File: src/rtl/ic_pkg.sv
package ic_pkg;

    typedef enum logic [1:0] {
        CMD_NOP  = 2'b00,
        CMD_READ = 2'b01
    } host_cmd_e;

    localparam int ST_TIMEOUT  = 0;
    localparam int ST_OVERFLOW = 1;
    localparam int ST_BUSY     = 2;

endpackage

File: src/rtl/ic_chan_fifo.sv
module ic_chan_fifo #(
    parameter int DEPTH  = 4,
    parameter int TS_W   = 16,
    parameter int DATA_W = 8
) (
    input  logic              clk,
    input  logic              rst_n,
    input  logic              push,
    input  logic [TS_W-1:0]   push_ts,
    input  logic [DATA_W-1:0] push_data,
    input  logic              pop,
    input  logic              flush,
    output logic              empty,
    output logic              ovf,
    output logic [TS_W-1:0]   head_ts,
    output logic [DATA_W-1:0] head_data
);
    localparam int ENT_W = TS_W + DATA_W;
    localparam int PTR_W = (DEPTH > 1) ? $clog2(DEPTH) : 1;
    localparam int CNT_W = $clog2(DEPTH + 1);

    typedef struct packed {
        logic [DEPTH-1:0][ENT_W-1:0] mem;
        logic [PTR_W-1:0]            rd;
        logic [PTR_W-1:0]            wr;
        logic [CNT_W-1:0]            cnt;
        logic                        ovf;
    } fifo_st_t;

    fifo_st_t st_q, st_d;

    function automatic logic [PTR_W-1:0] ptr_next(input logic [PTR_W-1:0] p);
        return (p == PTR_W'(DEPTH - 1)) ? '0 : p + PTR_W'(1);
    endfunction

    logic is_full, do_pop, do_push;
    logic [ENT_W-1:0] entry;

    always_comb begin
        st_d    = st_q;
        entry   = {push_ts, push_data};
        is_full = (st_q.cnt == CNT_W'(DEPTH));
        do_pop  = pop && (st_q.cnt != '0);
        do_push = push && (!is_full || do_pop);
        if (flush) begin
            st_d.ovf = 1'b0;
            st_d.rd  = '0;
            if (push) begin
                st_d.mem[0] = entry;
                st_d.wr     = ptr_next('0);
                st_d.cnt    = CNT_W'(1);
            end else begin
                st_d.wr  = '0;
                st_d.cnt = '0;
            end
        end else begin
            if (push && !do_push) begin
                st_d.ovf = 1'b1;
            end
            if (do_push) begin
                st_d.mem[st_q.wr] = entry;
                st_d.wr           = ptr_next(st_q.wr);
            end
            if (do_pop) begin
                st_d.rd = ptr_next(st_q.rd);
            end
            case ({do_push, do_pop})
                2'b10:   st_d.cnt = st_q.cnt + CNT_W'(1);
                2'b01:   st_d.cnt = st_q.cnt - CNT_W'(1);
                default: st_d.cnt = st_q.cnt;
            endcase
        end
    end

    always_ff @(posedge clk) begin
        if (!rst_n) begin
            st_q <= '0;
        end else begin
            st_q <= st_d;
        end
    end

    assign empty     = (st_q.cnt == '0);
    assign ovf       = st_q.ovf;
    assign head_ts   = st_q.mem[st_q.rd][ENT_W-1:DATA_W];
    assign head_data = st_q.mem[st_q.rd][DATA_W-1:0];

endmodule

File: src/rtl/ic_read_ctrl.sv
module ic_read_ctrl
    import ic_pkg::*;
#(
    parameter int NUM_CH = 2,
    parameter int TS_W   = 16,
    parameter int DATA_W = 8,
    parameter int CH_W   = 1
) (
    input  logic                          clk,
    input  logic                          rst_n,
    input  logic [1:0]                    cmd,
    input  logic [CH_W-1:0]               cmd_chan,
    input  logic [TS_W-1:0]               cmd_deadline,
    input  logic [TS_W-1:0]               now,
    input  logic [NUM_CH-1:0]             ch_empty,
    input  logic [NUM_CH-1:0]             ch_ovf,
    input  logic [NUM_CH-1:0][TS_W-1:0]   ch_ts,
    input  logic [NUM_CH-1:0][DATA_W-1:0] ch_data,
    output logic [NUM_CH-1:0]             ch_pop,
    output logic [NUM_CH-1:0]             ch_flush,
    output logic [2:0]                    status,
    output logic [TS_W-1:0]               res_ts,
    output logic [DATA_W-1:0]             res_data
);
    typedef struct packed {
        logic [2:0]        status;
        logic [CH_W-1:0]   chan;
        logic [TS_W-1:0]   deadline;
        logic [TS_W-1:0]   ts;
        logic [DATA_W-1:0] data;
    } rd_st_t;

    rd_st_t st_q, st_d;

    always_comb begin
        st_d     = st_q;
        ch_pop   = '0;
        ch_flush = '0;
        if (!st_q.status[ST_BUSY]) begin
            if (cmd == CMD_READ) begin
                st_d.status   = 3'b100;
                st_d.chan     = cmd_chan;
                st_d.deadline = cmd_deadline;
            end
        end else if (ch_ovf[st_q.chan]) begin
            ch_flush[st_q.chan] = 1'b1;
            st_d.status         = 3'b010;
        end else if (!ch_empty[st_q.chan]) begin
            ch_pop[st_q.chan] = 1'b1;
            st_d.status       = 3'b000;
            st_d.ts           = ch_ts[st_q.chan];
            st_d.data         = ch_data[st_q.chan];
        end else if (now >= st_q.deadline) begin
            st_d.status = 3'b001;
        end
    end

    always_ff @(posedge clk) begin
        if (!rst_n) begin
            st_q <= '0;
        end else begin
            st_q <= st_d;
        end
    end

    assign status   = st_q.status;
    assign res_ts   = st_q.ts;
    assign res_data = st_q.data;

endmodule

File: src/rtl/ic_collector.sv
module ic_collector #(
    parameter int NUM_CH = 2,
    parameter int DEPTH  = 4,
    parameter int TS_W   = 16,
    parameter int DATA_W = 8,
    localparam int CH_W  = (NUM_CH > 1) ? $clog2(NUM_CH) : 1
) (
    input  logic                     clk,
    input  logic                     rst_n,
    input  logic [NUM_CH-1:0]        ev_stb,
    input  logic [NUM_CH*DATA_W-1:0] ev_data,
    input  logic [1:0]               host_cmd,
    input  logic [CH_W-1:0]          host_chan,
    input  logic [TS_W-1:0]          host_deadline,
    output logic [TS_W-1:0]          now_ts,
    output logic [2:0]               rd_status,
    output logic [TS_W-1:0]          rd_ts,
    output logic [DATA_W-1:0]        rd_data
);
    logic [TS_W-1:0] ts_q, ts_d;

    always_comb begin
        ts_d = ts_q + TS_W'(1);
    end

    always_ff @(posedge clk) begin
        if (!rst_n) begin
            ts_q <= '0;
        end else begin
            ts_q <= ts_d;
        end
    end

    assign now_ts = ts_q;

    logic [NUM_CH-1:0]             ch_empty, ch_ovf, ch_pop, ch_flush;
    logic [NUM_CH-1:0][TS_W-1:0]   ch_ts;
    logic [NUM_CH-1:0][DATA_W-1:0] ch_data;

    for (genvar i = 0; i < NUM_CH; i++) begin : g_chan
        ic_chan_fifo #(
            .DEPTH (DEPTH),
            .TS_W  (TS_W),
            .DATA_W(DATA_W)
        ) u_fifo (
            .clk      (clk),
            .rst_n    (rst_n),
            .push     (ev_stb[i]),
            .push_ts  (ts_q),
            .push_data(ev_data[i*DATA_W +: DATA_W]),
            .pop      (ch_pop[i]),
            .flush    (ch_flush[i]),
            .empty    (ch_empty[i]),
            .ovf      (ch_ovf[i]),
            .head_ts  (ch_ts[i]),
            .head_data(ch_data[i])
        );
    end

    ic_read_ctrl #(
        .NUM_CH(NUM_CH),
        .TS_W  (TS_W),
        .DATA_W(DATA_W),
        .CH_W  (CH_W)
    ) u_ctrl (
        .clk         (clk),
        .rst_n       (rst_n),
        .cmd         (host_cmd),
        .cmd_chan    (host_chan),
        .cmd_deadline(host_deadline),
        .now         (ts_q),
        .ch_empty    (ch_empty),
        .ch_ovf      (ch_ovf),
        .ch_ts       (ch_ts),
        .ch_data     (ch_data),
        .ch_pop      (ch_pop),
        .ch_flush    (ch_flush),
        .status      (rd_status),
        .res_ts      (rd_ts),
        .res_data    (rd_data)
    );

endmodule

File: config.mk
export PLATFORM = sky130hd
export DESIGN_NAME = ic_collector
export DESIGN_NICKNAME = d
export VERILOG_FILES = /design/src/rtl/ic_pkg.sv /design/src/rtl/ic_chan_fifo.sv /design/src/rtl/ic_read_ctrl.sv /design/src/rtl/ic_collector.sv
export SDC_FILE = /design/constraint.sdc
export NUM_CORES = 1
export LEC_CHECK = 0
export ABC_AREA = 1
export BUFFER_PORTS_ARGS = -buffer_cell sky130_fd_sc_hd__buf_2
export CAP_MARGIN = 5
export CELL_PAD_IN_SITES_DETAIL_PLACEMENT = 1
export CELL_PAD_IN_SITES_GLOBAL_PLACEMENT = 1
export CORE_MARGIN = 5
export CORE_UTILIZATION = 40
export DETAILED_ROUTE_END_ITERATION = 10
export PLACE_DENSITY_LB_ADDON = 0.12
export SLEW_MARGIN = 10
export SYNTH_ARGS = -nofsm -noshare
export SYNTH_HDL_FRONTEND = slang
export SYNTH_HIERARCHICAL = 1
export SYNTH_SLANG_ARGS = --single-unit
File: constraint.sdc
create_clock -name clk -period 2.5 [get_ports clk]
set_input_delay 0.375 -clock clk [delete_from_list [all_inputs] [get_ports clk]]
set_output_delay 0.375 -clock clk [all_outputs]
set_load 0.05 [all_outputs]
==> results by group <==
Clock tree
  – Longest Clk Path Bufs: 3
  – CTS Buf Count: 34
  – Hold Buf Count CTS: 0
  – H-tree levels: 2
  – Clock root cell: clkbuf_16
  – Clock sink count: around 270
  – Worst-Skew Late Latency: roughly 510 ps
  – Post-CTS Resized: 0
  – Worst-path clk slew: ~60 ps
  – Post-CTS setup buffer count: 0
  – CTS tree: built

Critical path
  – Critical Path Sink Type: flop
  – Critical path class: flop to flop
  – Worst Path Arrival: between 2000 and 3000 ps
  – CP startpoint kind: flop
  – Crit Path Max Fanout: 24
  – Worst EP required: 2850 ps

Pwr
  – PD cells: roughly 750 nW/um^2
  – P_int: between 7 and 8 mW
  – Pleak: between 5 and 6 nW
  – Maximum vdd drop: 0.0004798 V
  – Clock share of power: a little under half
  – Combinational share of power: around 11%
  – Psw: roughly 2.9 mW
  – Switching share of total power: between 20% and 30%
  – Sequential group share of total power: between 40% and 50%

STA
  – Final setup margin: about 70 ps
  – Fmax: approximately 410 MHz
  – Final period util: 97.20%
  – Slew headroom: a little under three fifths
  – Clock period minus worst slack: around 2400 ps
  – Finish-stage setup viols: 0
  – Final Max Tran Viols: 0
  – Clock skew: ~15 ps
  – RSZ-0062 raised after global routing: true
  – Final hold violation count: 0
  – Least-Margin Pin Slew: approximately 670 ps

Global route
  – Largest net degree at the start of global routing: 53
  – First-pass GRT wire length: between 70000 and 80000 microns
  – Initial antenna violation count: 0
  – Vias in the first global route: between 10000 and 15000
  – GR Overflow Total: 0
  – GRT Util Overall: about a quarter

Synth
  – Cell Area, Synth: roughly 13000 sq um
  – Synth warn: 6
  – Synth cell types: 37
  – Seq/Total Area, Yosys: 42.72%
  – Top cell type by total area after synthesis: dfxtp_1
  – Synthesized net count: roughly 1800
  – Synth area leaders: dfxtp_1 43%, nand2_1 8.1%, a21oi_1 7.5%, nand3_1 6.4%, nor2_1 5.8%
  – Flops & latches, synth: around 270
  – Mapped Cells: approximately 1700
  – Top-area cell type share of the netlist area: between 40% and 50%
  – Synth Area per Inst: between 7 and 8 sq um

Placed design
  – Pre-CTS setup slack: around 150 ps
  – GPL Wtd Cong: around 0.86
  – Post-detail-place hpwl: approximately 30000 microns
  – Port Buffer Count: 81
  – Placed inst area: ~13000 sq um

Detailed routing
  – WL/cell: between 20 and 25 microns
  – Remaining routing DRC violations: 0
  – Vias: around 12000
  – Vias per cell: between 5 and 6
  – Iter 0 DRT Violations: 914
  – Pre-Repair DR Iteration Count: 5
  – Final ANT Viol Nets: 0
  – Post-Route WL: ~46000 microns

Layout
  – Nets: approximately 1800
  – Design area: between 10000 and 15000 sq um
  – Register area: ~5400 sq um
  – Layout cells sized above 1: around 15%
  – Most common cell after layout, fill and taps aside: nand2_1
  – Filler cell count: 3829
  – Antenna Cells: 0
  – Most frequent cells in the layout: 270 x nand2_1, 268 x dfxtp_1, 193 x nor2_1
  – Layout overhead on the synthesized area: 14.53%
  – Area of the multi-input gates: 6067 sq um

Worst hold path
  – Worst hold path type: input port to flop

Die
  – CORE AREA: between 30000 and 40000 sq um
  – Die area: around 35000 sq um
  – Die X: roughly 190 microns
  – Initial Util: 40.73%
  – FP Rows: 64
  – Die Span Y: between 150 and 200 microns
  – Top Ports: 82

Run
  – Max_cap viols: 0

Outcome
  – Status: finished clean
-- synthesized netlist by cell type (all sizes together) --
library cell  instances
nand2               285
dfxtp               268
nor2                205
o21ai               191
a21oi               189
nand3               164
buf                  79
clkbuf               73
inv                  69
nor3                 50
o22ai                48
ha                   27
a31oi                20
nand4                11
a311oi                7
o21a                  4
o21bai                3
clkinv                2
fa                    2
xnor2                 2
a211oi                1
a21boi                1
xor2                  1
-- per-layer routing --
metal	GRT usage (%)	up-vias	part of all wire, %
li1	-	5852	-
met1	35.08	6072	46
met2	41.45	283	47
met3	3.677	47	5.4
met4	5.745	0	1.6
met5	0	-	0
-- state kept, by name, indices dropped and copies added, names as in the netlist --
| name | flops |
|---|---|
| now_ts | 16 |
| u_ctrl/st_q | 17 |
| g_chan.u_fifo/st_q | 206 |
| u_ctrl/res_data | 8 |
| u_ctrl/status | 3 |
| u_ctrl/res_ts | 16 |
| g_chan.u_fifo/ovf | 2 |
-- path summary, 6_finish.rpt --
| path | from | endpoint | slack [ps] | depth (start not counted) |
|---|---|---|---|---|
| min | host_deadline[2] | u_ctrl/st_q[26]$_SDFFE_PN0P_ | 130 | 3 |
| min reg2reg | u_ctrl/status[0]$_SDFFE_PN0P_ | u_ctrl/status[0]$_SDFFE_PN0P_ | 440 | 2 |
| max reg2reg | u_ctrl/st_q[40]$_SDFFE_PN0P_ | g_chan[0].u_fifo/st_q[45]$_SDFFE_PN0P_ | 70 | 13 |
| max | u_ctrl/st_q[40]$_SDFFE_PN0P_ | g_chan[0].u_fifo/st_q[45]$_SDFFE_PN0P_ | 70 | 13 |
-- final cells by class --
class | count | share of cell area (%)
flip-flops and latches | 268 | 37.30
clock buffers | 49 | 7.377
multi-input cells | 1211 | 42.18
well taps | 396 | 3.445
inverters | 71 | 1.888
clock inverters | 12 | 0.8091
repair buffers | 153 | 6.994
-- stage by stage --
stage                     utilization, %  power [mW]  TNS, ps  cells  hold WS [ps]
final                              46.65       10.83        0   2160         131.4
after global routing               46.65       11.23    -1470   2160         132.0
after detailed placement           42.78       5.814        0   2099         436.9
after floorplan                        -       5.426        0   1702         425.6
after CTS                          46.60       10.92        0   2160         117.8
after global placement             42.78       5.786        0   2099         435.5
-- worst max-delay path: stages, from the launching register on --
cell     delay, ps
dfxtp_1        450
inv_6          110
nand2_4         90
nand2_4         70
nor2_8         140
nand3_4        110
inv_1          130
inv_2           60
nand3_4        100
nand2_2         80
nor2_4         180
nand2_2        420
nand2_1        200
a21oi_1        100
-- power by group through the flow --
stage / registers (mW) / clock network (mW) / logic [mW]
finish: 4.52 / 5.09 / 1.22
global route: 4.53 / 5.37 / 1.33
CTS: 4.52 / 5.19 / 1.21
detailed placement: 4.61 / 0 / 1.21
global placement: 4.60 / 0 / 1.18
floorplan: 4.60 / 0 / 0.825
-- logic make-up after synthesis --
kind of cell | count (synthesis) | share of synthesized area, %
AOI/OAI and AO/OA | 464 | 19.97
buffers and inverters | 223 | 9.067
adders and majority gates | 29 | 3.009
and+or+nand+nor | 715 | 25.03
xor gates and xnor gates | 3 | 0.2093
DFF | 268 | 42.72
Power figures use the tool's default switching activity.
